--- src/rtl/psconf_pkg.sv ---
package psconf_pkg;

    typedef enum logic [2:0] {
        ST_IDLE       = 3'd0,
        ST_BUSY       = 3'd1,
        ST_OK         = 3'd2,
        ST_ERR_NOSTAT = 3'd3,
        ST_ERR_TMO    = 3'd4,
        ST_ERR_NODONE = 3'd5,
        ST_ERR_ABORT  = 3'd6
    } cfg_status_e;

    typedef enum logic [2:0] {
        PH_IDLE,
        PH_PULSE,
        PH_SETTLE,
        PH_POLL,
        PH_DATA,
        PH_CHECK,
        PH_TRAIL
    } cfg_phase_e;

    // Microseconds to clock cycles, rounded up, never below one cycle.
    function automatic int unsigned us_to_cycles(longint unsigned hz, longint unsigned us);
        longint unsigned c;
        c = (hz * us + 64'd999_999) / 64'd1_000_000;
        if (c == 64'd0) c = 64'd1;
        return c[31:0];
    endfunction

    function automatic int unsigned max_u(int unsigned a, int unsigned b);
        return (a > b) ? a : b;
    endfunction

endpackage

--- src/rtl/psconf_sync.sv ---
module psconf_sync #(
    parameter int          W       = 2,
    parameter logic [W-1:0] RST_VAL = '0
) (
    input  logic         clk,
    input  logic         rst_n,
    input  logic [W-1:0] d_i,
    output logic [W-1:0] q_o
);
    for (genvar i = 0; i < W; i++) begin : g_bit
        logic meta_q, sync_q;
        always_ff @(posedge clk or negedge rst_n) begin
            if (!rst_n) begin
                meta_q <= RST_VAL[i];
                sync_q <= RST_VAL[i];
            end else begin
                meta_q <= d_i[i];
                sync_q <= meta_q;
            end
        end
        assign q_o[i] = sync_q;
    end
endmodule

--- src/rtl/psconf_shifter.sv ---
module psconf_shifter #(
    parameter int unsigned DCLK_DIV   = 2,
    parameter int unsigned TRAIL_CLKS = 12
) (
    input  logic       clk,
    input  logic       rst_n,
    input  logic       clr_i,
    input  logic       load_i,
    input  logic [7:0] byte_i,
    input  logic       trail_i,
    output logic       idle_o,
    output logic       sclk_o,
    output logic       sdat_o
);
    import psconf_pkg::*;

    localparam int unsigned DIV_W = (DCLK_DIV > 1) ? $clog2(DCLK_DIV) : 1;
    localparam int unsigned BC_W  = $clog2(max_u(8, TRAIL_CLKS) + 1);

    typedef struct packed {
        logic             busy;
        logic             phase;   // 0: clock low, 1: clock high
        logic [DIV_W-1:0] div;
        logic [BC_W-1:0]  cnt;
        logic [7:0]       sh;
    } shf_t;

    shf_t shf_d, shf_q;

    always_comb begin
        shf_d = shf_q;
        if (clr_i) begin
            shf_d = '0;
        end else if (!shf_q.busy) begin
            if (load_i) begin
                shf_d.busy  = 1'b1;
                shf_d.phase = 1'b0;
                shf_d.div   = '0;
                shf_d.cnt   = BC_W'(8);
                shf_d.sh    = byte_i;
            end else if (trail_i) begin
                shf_d.busy  = 1'b1;
                shf_d.phase = 1'b0;
                shf_d.div   = '0;
                shf_d.cnt   = BC_W'(TRAIL_CLKS);
                shf_d.sh    = 8'h00;
            end
        end else if (shf_q.div == DIV_W'(DCLK_DIV - 1)) begin
            shf_d.div = '0;
            if (!shf_q.phase) begin
                shf_d.phase = 1'b1;
            end else begin
                shf_d.phase = 1'b0;
                shf_d.sh    = {1'b0, shf_q.sh[7:1]};
                shf_d.cnt   = shf_q.cnt - BC_W'(1);
                if (shf_q.cnt == BC_W'(1)) shf_d.busy = 1'b0;
            end
        end else begin
            shf_d.div = shf_q.div + DIV_W'(1);
        end
    end

    always_ff @(posedge clk or negedge rst_n) begin
        if (!rst_n) shf_q <= '0;
        else        shf_q <= shf_d;
    end

    assign idle_o = !shf_q.busy;
    assign sclk_o = shf_q.busy & shf_q.phase;
    assign sdat_o = shf_q.sh[0];
endmodule

--- src/rtl/psconf_master.sv ---
module psconf_master #(
    parameter int unsigned CLK_HZ     = 125_000_000,
    parameter int unsigned PULSE_US   = 2,
    parameter int unsigned SETTLE_US  = 2,
    parameter int unsigned TIMEOUT_US = 100_000,
    parameter int unsigned DCLK_DIV   = 2,
    parameter int unsigned TRAIL_CLKS = 12,
    parameter int unsigned CNT_W      = 24
) (
    input  logic             clk,
    input  logic             rst_n,
    input  logic             start_i,
    input  logic             cancel_i,
    input  logic [CNT_W-1:0] nbytes_i,
    input  logic             byte_valid_i,
    input  logic [7:0]       byte_data_i,
    output logic             byte_ready_o,
    output logic             prog_n_o,
    output logic             sclk_o,
    output logic             sdat_o,
    input  logic             stat_n_i,
    input  logic             cdone_i,
    output logic [2:0]       status_o
);
    import psconf_pkg::*;

    localparam int unsigned PULSE_CYC  = us_to_cycles(CLK_HZ, PULSE_US);
    localparam int unsigned SETTLE_CYC = us_to_cycles(CLK_HZ, SETTLE_US);
    localparam int unsigned TMO_CYC    = us_to_cycles(CLK_HZ, TIMEOUT_US);
    localparam int unsigned SYNC_WAIT  = 2;
    localparam int unsigned TMR_MAX    = max_u(max_u(PULSE_CYC, SETTLE_CYC), max_u(TMO_CYC, SYNC_WAIT));
    localparam int unsigned TMR_W      = $clog2(TMR_MAX + 1);

    typedef struct packed {
        cfg_phase_e       phase;
        logic [TMR_W-1:0] tmr;
        logic [CNT_W-1:0] rem;
        cfg_status_e      status;
        logic             prog_n;
    } ctl_t;

    localparam ctl_t CTL_RST = '{phase: PH_IDLE, tmr: '0, rem: '0,
                                 status: ST_IDLE, prog_n: 1'b1};

    ctl_t ctl_d, ctl_q;

    logic [1:0] dev_sync;
    logic       stat_n_s, cdone_s;
    logic       shf_idle, shf_load, shf_trail, shf_clr;
    logic       ready;

    // bit 0: device status (idles released, high); bit 1: completion flag
    psconf_sync #(.W(2), .RST_VAL(2'b01)) u_sync (
        .clk   (clk),
        .rst_n (rst_n),
        .d_i   ({cdone_i, stat_n_i}),
        .q_o   (dev_sync)
    );
    assign stat_n_s = dev_sync[0];
    assign cdone_s  = dev_sync[1];

    psconf_shifter #(.DCLK_DIV(DCLK_DIV), .TRAIL_CLKS(TRAIL_CLKS)) u_shf (
        .clk     (clk),
        .rst_n   (rst_n),
        .clr_i   (shf_clr),
        .load_i  (shf_load),
        .byte_i  (byte_data_i),
        .trail_i (shf_trail),
        .idle_o  (shf_idle),
        .sclk_o  (sclk_o),
        .sdat_o  (sdat_o)
    );

    assign ready = (ctl_q.phase == PH_DATA) && shf_idle && (ctl_q.rem != '0);

    always_comb begin
        ctl_d     = ctl_q;
        shf_load  = 1'b0;
        shf_trail = 1'b0;
        shf_clr   = 1'b0;
        unique case (ctl_q.phase)
            PH_IDLE: begin
                if (start_i) begin
                    ctl_d.phase  = PH_PULSE;
                    ctl_d.tmr    = '0;
                    ctl_d.rem    = nbytes_i;
                    ctl_d.status = ST_BUSY;
                    ctl_d.prog_n = 1'b0;
                end
            end
            PH_PULSE: begin
                if (ctl_q.tmr == TMR_W'(PULSE_CYC - 1)) begin
                    ctl_d.tmr    = '0;
                    ctl_d.prog_n = 1'b1;
                    if (!stat_n_s) begin
                        ctl_d.phase = PH_SETTLE;
                    end else begin
                        ctl_d.phase  = PH_IDLE;
                        ctl_d.status = ST_ERR_NOSTAT;
                    end
                end else begin
                    ctl_d.tmr = ctl_q.tmr + TMR_W'(1);
                end
            end
            PH_SETTLE: begin
                if (ctl_q.tmr == TMR_W'(SETTLE_CYC - 1)) begin
                    ctl_d.tmr   = '0;
                    ctl_d.phase = PH_POLL;
                end else begin
                    ctl_d.tmr = ctl_q.tmr + TMR_W'(1);
                end
            end
            PH_POLL: begin
                if (stat_n_s) begin
                    ctl_d.tmr   = '0;
                    ctl_d.phase = PH_DATA;
                end else if (ctl_q.tmr == TMR_W'(TMO_CYC - 1)) begin
                    ctl_d.tmr    = '0;
                    ctl_d.phase  = PH_IDLE;
                    ctl_d.status = ST_ERR_TMO;
                end else begin
                    ctl_d.tmr = ctl_q.tmr + TMR_W'(1);
                end
            end
            PH_DATA: begin
                if (ready && byte_valid_i) begin
                    shf_load  = 1'b1;
                    ctl_d.rem = ctl_q.rem - CNT_W'(1);
                end else if ((ctl_q.rem == '0) && shf_idle) begin
                    ctl_d.tmr   = '0;
                    ctl_d.phase = PH_CHECK;
                end
            end
            PH_CHECK: begin
                // give the completion flag time to cross the synchronizer
                if (ctl_q.tmr == TMR_W'(SYNC_WAIT - 1)) begin
                    ctl_d.tmr = '0;
                    if (cdone_s) begin
                        shf_trail   = 1'b1;
                        ctl_d.phase = PH_TRAIL;
                    end else begin
                        ctl_d.phase  = PH_IDLE;
                        ctl_d.status = ST_ERR_NODONE;
                    end
                end else begin
                    ctl_d.tmr = ctl_q.tmr + TMR_W'(1);
                end
            end
            PH_TRAIL: begin
                if (shf_idle) begin
                    ctl_d.phase  = PH_IDLE;
                    ctl_d.status = ST_OK;
                end
            end
            default: ctl_d = CTL_RST;
        endcase

        // a host cancel outranks every other outcome of this cycle
        if (cancel_i && (ctl_q.phase != PH_IDLE)) begin
            ctl_d.phase  = PH_IDLE;
            ctl_d.tmr    = '0;
            ctl_d.rem    = '0;
            ctl_d.status = ST_ERR_ABORT;
            ctl_d.prog_n = 1'b1;
            shf_load     = 1'b0;
            shf_trail    = 1'b0;
            shf_clr      = 1'b1;
        end
    end

    always_ff @(posedge clk or negedge rst_n) begin
        if (!rst_n) ctl_q <= CTL_RST;
        else        ctl_q <= ctl_d;
    end

    assign byte_ready_o = ready;
    assign prog_n_o     = ctl_q.prog_n;
    assign status_o     = ctl_q.status;
endmodule

--- config.mk ---
export PLATFORM = sky130hd
export DESIGN_NAME = psconf_master
export DESIGN_NICKNAME = d
export VERILOG_FILES = /design/src/rtl/psconf_pkg.sv /design/src/rtl/psconf_sync.sv /design/src/rtl/psconf_shifter.sv /design/src/rtl/psconf_master.sv
export SDC_FILE = /design/constraint.sdc
export NUM_CORES = 1
export LEC_CHECK = 0
export ABC_AREA = 1
export BUFFER_PORTS_ARGS = -buffer_cell sky130_fd_sc_hd__buf_2
export CORE_MARGIN = 2
export CORE_UTILIZATION = 55
export DETAILED_ROUTE_END_ITERATION = 7
export PLACE_DENSITY = 0.76
export SKIP_CTS_REPAIR_TIMING = 1
export SYNTH_ARGS = -nofsm -noshare
export SYNTH_HDL_FRONTEND = slang
export SYNTH_SLANG_ARGS = --single-unit
--- constraint.sdc ---
create_clock -name clk -period 1.69 [get_ports clk]
set_input_delay 0.338 -clock clk [delete_from_list [all_inputs] [get_ports clk]]
set_output_delay 0.338 -clock clk [all_outputs]
set_load 0.005 [all_outputs]
==> results of run 1 <==
[final cells by class]
| type | count | area, µm² |
|---|---|---|
| Inverter | 93 | 359 |
| Timing Repair Buffer | 182 | 1420 |
| Multi-Input combinational cell | 662 | 3530 |
| Sequential cell | 74 | 1860 |
| Tap cell | 133 | 166 |
| Clock buffer | 9 | 124 |
| Fill cell | 724 | 2240 |
| Clock inverter | 7 | 70.1 |
[cell usage in the layout (no fill, tap or decap), types with 3 or more instances in the layout]
master	n
nor2_4	17
nand3_4	5
nand2_1	278
inv_2	16
dfrtp_1	68
buf_4	119
dfrtp_2	3
clkbuf_16	3
nor3_1	5
nand2_4	11
nand2_2	12
dfstp_2	3
o21ai_0	25
buf_12	5
nand3_1	80
nor2_2	19
clkinv_2	3
buf_6	11
o21ai_2	11
a21oi_2	3
inv_1	71
clkinvlp_4	3
clkbuf_8	9
a21oi_1	20
clkinv_1	3
o21ai_1	32
a21boi_2	5
xor2_1	6
nand4_1	22
nand3_2	11
nor2_1	67
o211ai_1	6
buf_2	43
[cells by family (layout without fill, tap and decap cells)]
logic type	count (synthesis)	after routing	share of synthesized area
XOR/XNOR	10	10	0.0158
flip-flops	74	74	0.335
AND/OR/NAND/NOR	533	534	0.425
buffers and inverters	121	291	0.0932
AO/OA/AOI/OAI	113	113	0.120
adder cells (fa/ha/maj)	5	5	0.0113
[critical path: stages (launching register included)]
cell,delay (ps)
dfrtp_1,410
inv_2,90
ha_4,140
nand3_4,100
nor2_4,150
nand3_4,120
nand2_4,100
inv_2,30
buf_6,100
[power groups by stage]
stage | Combinational, mW | Clock [mW] | Sequential [mW]
6_report | 6.35 | 1.39 | 2.46
5_1_grt | 6.87 | 1.48 | 2.49
4_1_cts | 5.20 | 1.42 | 2.40
3_5_place_dp | 5.18 | 0 | 2.43
3_3_place_gp | 5.01 | 0 | 2.41
2_1_floorplan | 3.31 | 0 | 2.42
[flip-flops by register name (all words and copies together) (netlist names)]
| name | flops |
|---|---|
| ctl_q | 51 |
| prog_n_o | 1 |
| status_o | 3 |
| u_shf.sdat_o | 1 |
| u_shf.shf_q | 14 |
| u_sync.g_bit.meta_q | 2 |
| u_sync.g_bit.sync_q | 2 |
[cells in the mapped netlist, drive strengths merged]
cell / instances
inv: 90
and3: 1
a31oi: 1
buf: 20
a22oi: 1
a21oi: 24
ha: 5
a32o: 2
xor2: 8
o21ai: 68
dfstp: 3
o211ai: 6
xnor2: 2
nand4: 24
dfrtp: 71
clkbuf: 8
nand3: 96
o21bai: 1
or2: 1
nor2: 103
nor3: 8
clkinv: 3
nand2: 300
o22ai: 1
o31ai: 2
a21boi: 7
[worst max path at each step]
stage | end | cells after the start
floorplan | ctl_q[46] | 12
global placement | ctl_q[4] | 11
detailed placement | u_shf.shf_q[2] | 8
CTS | byte_ready_o | 7
global route | u_shf.shf_q[3] | 10
finish | byte_ready_o | 8
[metal layers]
layer,routed length (µm),GRT usage,up-vias
met4,656,0.132,0
met2,8700,0.527,323
met1,6990,0.381,3009
met3,1380,0.0395,58
met5,0,0,-
li1,-,-,3093
[per-stage QoR]
stage | area [µm²] | power (mW) | std cells
finish | 7530 | 10.2 | 1160
global route | 7530 | 10.8 | 1160
CTS | 6960 | 9.01 | 1143
detailed placement | 6760 | 7.60 | 1127
global placement | 6760 | 7.42 | 1127
floorplan | 5570 | 5.73 | 856
==> impl_metrics.yaml, run 1 <==
layout:
  drive_above_1_share: 0.319
  syn2layout_area_growth_pct: 35.9
  utilization: 0.770
  diodes: 0
  fin_nets: 1066
floorplanning:
  die_w_um: 104
  ios: 46
  initial_core_util: 0.567
  chipHeight_um: 104
  num_rows: 36
  dieArea_mm2: 0.0109
  coreArea_mm2: 0.00977
power_and_ir_drop:
  power.density_mw_per_mm2: 1350
  power_switching_mw: 4.72
  pwr-share-seq: 0.241
  comb_power_share: 0.623
  p_int_mw: 5.47
  p_leak_nw: 3.80
  max-vdd-ir-drop_uv: 1080
  p_clk_frac: 0.136
  switching_share: 0.463
grt:
  antenna_found_initial: 0
  gr-total-overflow: 0
  grt_pass1_wl_um: 27300
  grt_max_degree: 39
  grt_pass1_vias: 6124
  grt_usage: 0.305
timing:
  drv_slew: 0
  setup_ws_ps: -265
  max_freq_mhz: 512
  setup_viol: 68
  finalCritPeriodShare: 1.16
  finalHoldViolations: 0
  tightest_slew_ps: 414
  final.setup_skew_ps: 13.8
  whs_ps: 70.4
  period_minus_slack_ps: 1960
  slew_headroom: 0.723
  setup-tns-final_ps: -9000
  rsz0062_at_grt: "true"
setup_path:
  regToRegSetupSlack_ps: -230
  cp.required_ps: 1350
  worstPathArrival_ps: 1620
  regToRegStartpoint: "ctl_q[4]"
  endpoint_kind: "output port"
  reg2reg_to: "u_shf.shf_q[2]"
  critical_path_class: "reg -> out"
  crit_start: "ctl_q[4]"
  crit_fanout: 4
  ff2ff_path_depth: 10
  cp-start-kind: "flip-flop"
flow_run:
  max_cap_violations: 0
clock_tree:
  cts_tree: "yes"
  cts_htree_levels: 3
  clock_path_buffers: 2
  clock_sinks: 74
  insertion_delay_ps: 360
  cts_made_buffers: 9
  root_buffer: "clkbuf_8"
  path_clk_slew_ps: 90
routing:
  drtIter0Drc: 566
  wl_um: 17700
  via_count: 6483
  via_per_inst: 5.59
  dr.pass1.iters: 5
  ant_nets: 0
  wl_per_cell_um: 15.3
  drcViolationCount: 0
place:
  place.gp.congestion: 0.955
  place_hpwl_um: 12400
  post-place-ws_ps: -150
  portBuffers: 45
run_status:
  outcome: "complete, but fails checks"
  violations: "setup timing"
yosys:
  ys_top_cells_by_area: "dfrtp_1 32%, nand2_1 20%, nand3_1 8.0%"
  syn-cell-area_mm2: 0.00554
  synth.avg_cell_area_um2: 6.47
  ys_warn_count: 0
  synthesis.nets: 900
  yosys.area.top_type: "dfrtp_1"
  ys_seq_elements: 74
  seq_area_frac_synth: 0.335
  yosysTopAreaCellShare: 0.321
  synth_cell_types: 42
  synth_cells: 856
worst_hold_path:
  holdPathStages: 1
  hp-start: "stat_n_i"
  min_path_type: "in -> reg"
  whs_endpoint: "u_sync.g_bit[0].meta_q"
No activity file was read; power rests on OpenSTA's default activity.
==> inputs of run 2 (changes only) <==
--- a/config.mk
+++ b/config.mk
@@ -10,7 +10,7 @@
 export CORE_MARGIN = 2
 export CORE_UTILIZATION = 55
 export DETAILED_ROUTE_END_ITERATION = 7
-export PLACE_DENSITY = 0.76
+export PLACE_DENSITY = 0.77
 export SKIP_CTS_REPAIR_TIMING = 1
 export SYNTH_ARGS = -nofsm -noshare
 export SYNTH_HDL_FRONTEND = slang
==> impl_metrics.yaml, run 2 (same netlist as run 1, synthesis figures left out) <==
layout:
  diodes: 0
  syn2layout_area_growth_pct: 40.3
  seq_area_mm2: 0.00186
  final_common_cell: "nand2_1"
  fillers: 662
  largest_reg_flops: 51
  top_register: "ctl_q"
  fin_nets: 1071
  final_area_mm2: 0.00777
  mostFrequentLayoutCells: "272 x nand2_1, 129 x buf_4, 71 x nand3_1"
  drive_above_1_share: 0.360
  stdcell_count: 1165
  multiInputGateArea_mm2: 0.00369
power_and_ir_drop:
  max-vdd-ir-drop_uv: 1160
  power.density_mw_per_mm2: 1390
  p_leak_nw: 3.87
clock_tree:
  clock_sinks: 74
  root_buffer: "clkbuf_8"
  cts_tree: "yes"
  cts_made_buffers: 9
  path_clk_slew_ps: 90
  insertion_delay_ps: 370
  clock_path_buffers: 2
  cts_htree_levels: 3
timing:
  tightest_slew_ps: 400
  final.setup_skew_ps: 13.4
  drv_slew: 0
  period_minus_slack_ps: 1960
  setup-tns-final_ps: -9680
  whs_ps: 66.9
  finalHoldViolations: 0
  finalCritPeriodShare: 1.16
  max_freq_mhz: 511
  slew_headroom: 0.733
  setup_viol: 66
  setup_ws_ps: -267
  rsz0062_at_grt: "true"
setup_path:
  critical_path_class: "reg -> reg"
  endpoint_kind: "flip-flop"
  cp-start-kind: "flip-flop"
  cp.required_ps: 1940
  crit_start: "ctl_q[4]"
  crit_fanout: 8
  regToRegStartpoint: "ctl_q[4]"
  worstPathArrival_ps: 2200
run_status:
  outcome: "complete, but fails checks"
  violations: "setup timing"
worst_hold_path:
  min_path_type: "in -> reg"
  hp-start: "stat_n_i"
floorplanning:
  die_w_um: 104
  chipHeight_um: 104
  num_rows: 36
  coreArea_mm2: 0.00977
  dieArea_mm2: 0.0109
  initial_core_util: 0.567
  ios: 46
routing:
  via_count: 6648
  dr.pass1.iters: 7
  wl_per_cell_um: 16.1
  via_per_inst: 5.71
  wl_um: 18700
  ant_nets: 0
  drcViolationCount: 0
  drtIter0Drc: 566
grt:
  grt_pass1_wl_um: 27200
  grt_pass1_vias: 5908
  antenna_found_initial: 0
  grt_max_degree: 35
  grt_usage: 0.306
  gr-total-overflow: 0
place:
  place_hpwl_um: 12300
  post-place-ws_ps: -157
  portBuffers: 45
  dp_cells: 1129
  place.gp.congestion: 0.944
  placed_cell_area_mm2: 0.00680
flow_run:
  max_cap_violations: 0
[run 2: cell count changes in the layout (fill, tap and decap cells not counted), moves of 5 or more]
cell | previous run | this run
nor2_2 | 19 | 28
buf_4 | 119 | 129
buf_6 | 11 | 4
nand3_2 | 11 | 19
nor2_4 | 17 | 24
nand3_1 | 80 | 71
nand2_1 | 278 | 272
nand2_4 | 11 | 6
nand2_2 | 12 | 21
nor2_1 | 67 | 51
[run 2: layout make-up]
type,count,area share
multi-input combinational,661,0.474
sequential,74,0.240
timing repair buffer,188,0.188
inverter,93,0.0462
tap,133,0.0214
clock buffer,9,0.0159
clock inverter,7,0.0151
[run 2: path summary, 6_finish.rpt]
| kind | end | slack [ps] | depth (start not counted) |
|---|---|---|---|
| max in group asynchronous | ctl_q[22] | 690 | 3 |
| max reg2reg | ctl_q[27] | -270 | 12 |
| min in group asynchronous | ctl_q[33] | 430 | 2 |
| max | ctl_q[27] | -270 | 12 |
| min | u_sync.g_bit[0].meta_q | 70 | 1 |
| min reg2reg | u_sync.g_bit[0].sync_q | 360 | 0 |
[run 2: power breakdown]
part           leakage, nW  switching [mW]  total, mW  internal (mW)
Combinational         2.76            3.93       6.67           2.74
Sequential           0.982           0.302       2.45           2.14
Clock                0.123           0.748       1.73          0.981
Total                 3.87            4.98       10.8           5.86
[run 2: stage by stage]
| step | power, mW | utilization |
|---|---|---|
| 6_report | 10.8 | 0.795 |
| 5_1_grt | 11.4 | 0.795 |
| 4_1_cts | 9.42 | 0.721 |
| 3_5_place_dp | 7.67 | 0.696 |
| 3_3_place_gp | 7.48 | 0.696 |
| 2_1_floorplan | 5.73 | - |
[run 2: metal layers]
layer | global-route usage | part of all wire | vias up
li1 | - | - | 3111
met1 | 0.379 | 0.39 | 3141
met2 | 0.542 | 0.51 | 328
met3 | 0.0439 | 0.067 | 68
met4 | 0.109 | 0.034 | 0
met5 | 0 | 0 | -
[run 2: worst max-delay path, stage by stage (launching register included)]
cell and delay [ps]:
dfrtp_1 410, inv_2 80, ha_4 140, nand3_4 100, nor2_4 150, nand3_4 120, nand3_1 120, nand2_1 80
nand2_2 140, nand2_8 120, buf_6 160, nand3_1 110, o21ai_1 110
==> inputs of run 3 (changes only) <==
--- a/config.mk
+++ b/config.mk
@@ -6,11 +6,10 @@
 export NUM_CORES = 1
 export LEC_CHECK = 0
 export ABC_AREA = 1
-export BUFFER_PORTS_ARGS = -buffer_cell sky130_fd_sc_hd__buf_2
+export BUFFER_PORTS_ARGS = -buffer_cell sky130_fd_sc_hd__buf_4
 export CORE_MARGIN = 2
-export CORE_UTILIZATION = 55
+export CORE_UTILIZATION = 44
 export DETAILED_ROUTE_END_ITERATION = 7
-export PLACE_DENSITY = 0.77
 export SKIP_CTS_REPAIR_TIMING = 1
 export SYNTH_ARGS = -nofsm -noshare
 export SYNTH_HDL_FRONTEND = slang
==> impl_metrics.yaml, run 3 (same netlist as run 1, synthesis figures left out) <==
clock_tree:
  cts_htree_levels: 3
  clock_path_buffers: 2
  path_clk_slew_ps: 60
  clock_sinks: 74
  root_buffer: "clkbuf_16"
  cts_made_buffers: 9
  insertion_delay_ps: 340
  cts_tree: "yes"
power_and_ir_drop:
  max-vdd-ir-drop_uv: 985
  total_power_mw: 10.5
  power.density_mw_per_mm2: 1320
  comb_power_share: 0.594
  power_switching_mw: 4.62
  p_clk_frac: 0.173
  switching_share: 0.441
  p_int_mw: 5.84
  pwr-share-seq: 0.233
  p_leak_nw: 3.94
routing:
  dr.pass1.iters: 5
  via_per_inst: 5.13
  drcViolationCount: 0
  wl_per_cell_um: 14.3
  wl_um: 17400
  ant_nets: 0
  via_count: 6207
  drtIter0Drc: 328
timing:
  finalCritPeriodShare: 1.13
  setup_viol: 56
  tightest_slew_ps: 357
  slew_headroom: 0.762
  final.setup_skew_ps: 6.08
  period_minus_slack_ps: 1910
  max_freq_mhz: 525
  drv_slew: 0
  rsz0062_at_grt: "true"
  setup_ws_ps: -216
  finalHoldViolations: 0
floorplanning:
  die_w_um: 116
  coreArea_mm2: 0.0122
  num_rows: 40
  ios: 46
  dieArea_mm2: 0.0135
  initial_core_util: 0.456
  chipHeight_um: 116
layout:
  fillers: 1112
  seq_area_mm2: 0.00186
  top_register: "ctl_q"
  final_common_cell: "nand2_1"
  fin_nets: 1081
  final_area_mm2: 0.00795
  multiInputGateArea_mm2: 0.00358
  diodes: 0
  mostFrequentLayoutCells: "276 x nand2_1, 174 x buf_4, 77 x nand3_1"
  largest_reg_flops: 51
  drive_above_1_share: 0.346
  syn2layout_area_growth_pct: 43.5
setup_path:
  cp_cell_sequence: "inv_2 -> ha_4 -> nand3_4 -> nor2_4 -> nand3_4 -> nand2_2 -> inv_2 -> buf_6"
  crit_fanout: 4
  critical_path_class: "reg -> out"
  cp-start-kind: "flip-flop"
  cp.required_ps: 1350
  endpoint_kind: "output port"
  regToRegSetupSlack_ps: -180
  critical_path_buf_inv_count: 3
  critPathMaxStageDelay_ps: 400
  crit_slowest_cell: "dfrtp_1"
  worstPathArrival_ps: 1570
  crit_family: "simple AND/OR/NAND/NOR gates"
grt:
  grt_pass1_vias: 5844
  grt_pass1_wl_um: 27400
  antenna_found_initial: 0
  grt_max_degree: 25
  grt_usage: 0.260
  gr-total-overflow: 0
place:
  place.gp.congestion: 0.874
  portBuffers: 45
  place_hpwl_um: 12900
  placed_cell_area_mm2: 0.00710
run_status:
  outcome: "complete, but fails checks"
  violations: "setup timing"
flow_run:
  max_cap_violations: 0
worst_hold_path:
  min_path_type: "in -> reg"
## run 3: cell types whose count changed in the layout (fill, tap and decap cells not counted), moves of 4 or more
cell / before / now
nand2_1: 272 / 276
nand3_1: 71 / 77
buf_2: 44 / 0
clkbuf_8: 9 / 0
a21boi_1: 1 / 6
a21boi_2: 6 / 0
clkbuf_16: 3 / 11
buf_6: 4 / 13
nand3_2: 19 / 14
buf_4: 129 / 174
## run 3: final cells by class
class	count	share of cell area
Clock inverter	6	0.00535
Inverter	93	0.0452
Multi-Input combinational cell	661	0.450
Timing Repair Buffer	198	0.210
Clock buffer	10	0.0288
Sequential cell	74	0.234
Tap cell	168	0.0264
## run 3: power groups by stage
stage	clock network (mW)	logic, mW	registers (mW)
CTS	1.83	5.40	2.40
global placement	0	5.28	2.42
floorplan	0	3.31	2.42
finish	1.81	6.21	2.44
detailed placement	0	5.39	2.42
global route	1.90	6.83	2.48
## run 3: path summary, 6_finish.rpt
path | start | endpoint | cells past startpoint
setup / recovery | ctl_q[4] | byte_ready_o | 8
hold / removal | stat_n_i | u_sync.g_bit[0].meta_q | 1
setup reg to reg | ctl_q[28] | u_shf.shf_q[2] | 12
hold reg to reg | u_sync.g_bit[0].meta_q | u_sync.g_bit[0].sync_q | 0
max in group asynchronous | rst_n | ctl_q[23] | 3
min in group asynchronous | rst_n | ctl_q[28] | 2
## run 3: layer usage
metal / track usage / routed length (µm)
met1: 0.333 / 7530
met2: 0.447 / 8650
met3: 0.0270 / 675
met4: 0.116 / 490
met5: 0 / 0
## run 3: metrics by stage
stage                     hold slack, ps  setup slack [ps]  utilization  instances  setup TNS (ps)
after floorplan                     42.4             -5.84            -        856           -5.84
after global placement               265              -107        0.584       1181           -2350
after detailed placement             273              -142        0.584       1181           -4880
after CTS                          -96.9              -242        0.606       1197           -6350
after global routing                86.4              -290        0.654       1210          -11820
final                               95.3              -216        0.654       1210           -4540
## run 3: worst register-to-register path: cells and delay by family, from the launching register on
family / cells / cell delay [ps]
buf+inv: 2 / 310
simple gates: 8 / 830
flops: 1 / 400
compound gates: 1 / 60
fa+ha+maj: 1 / 150
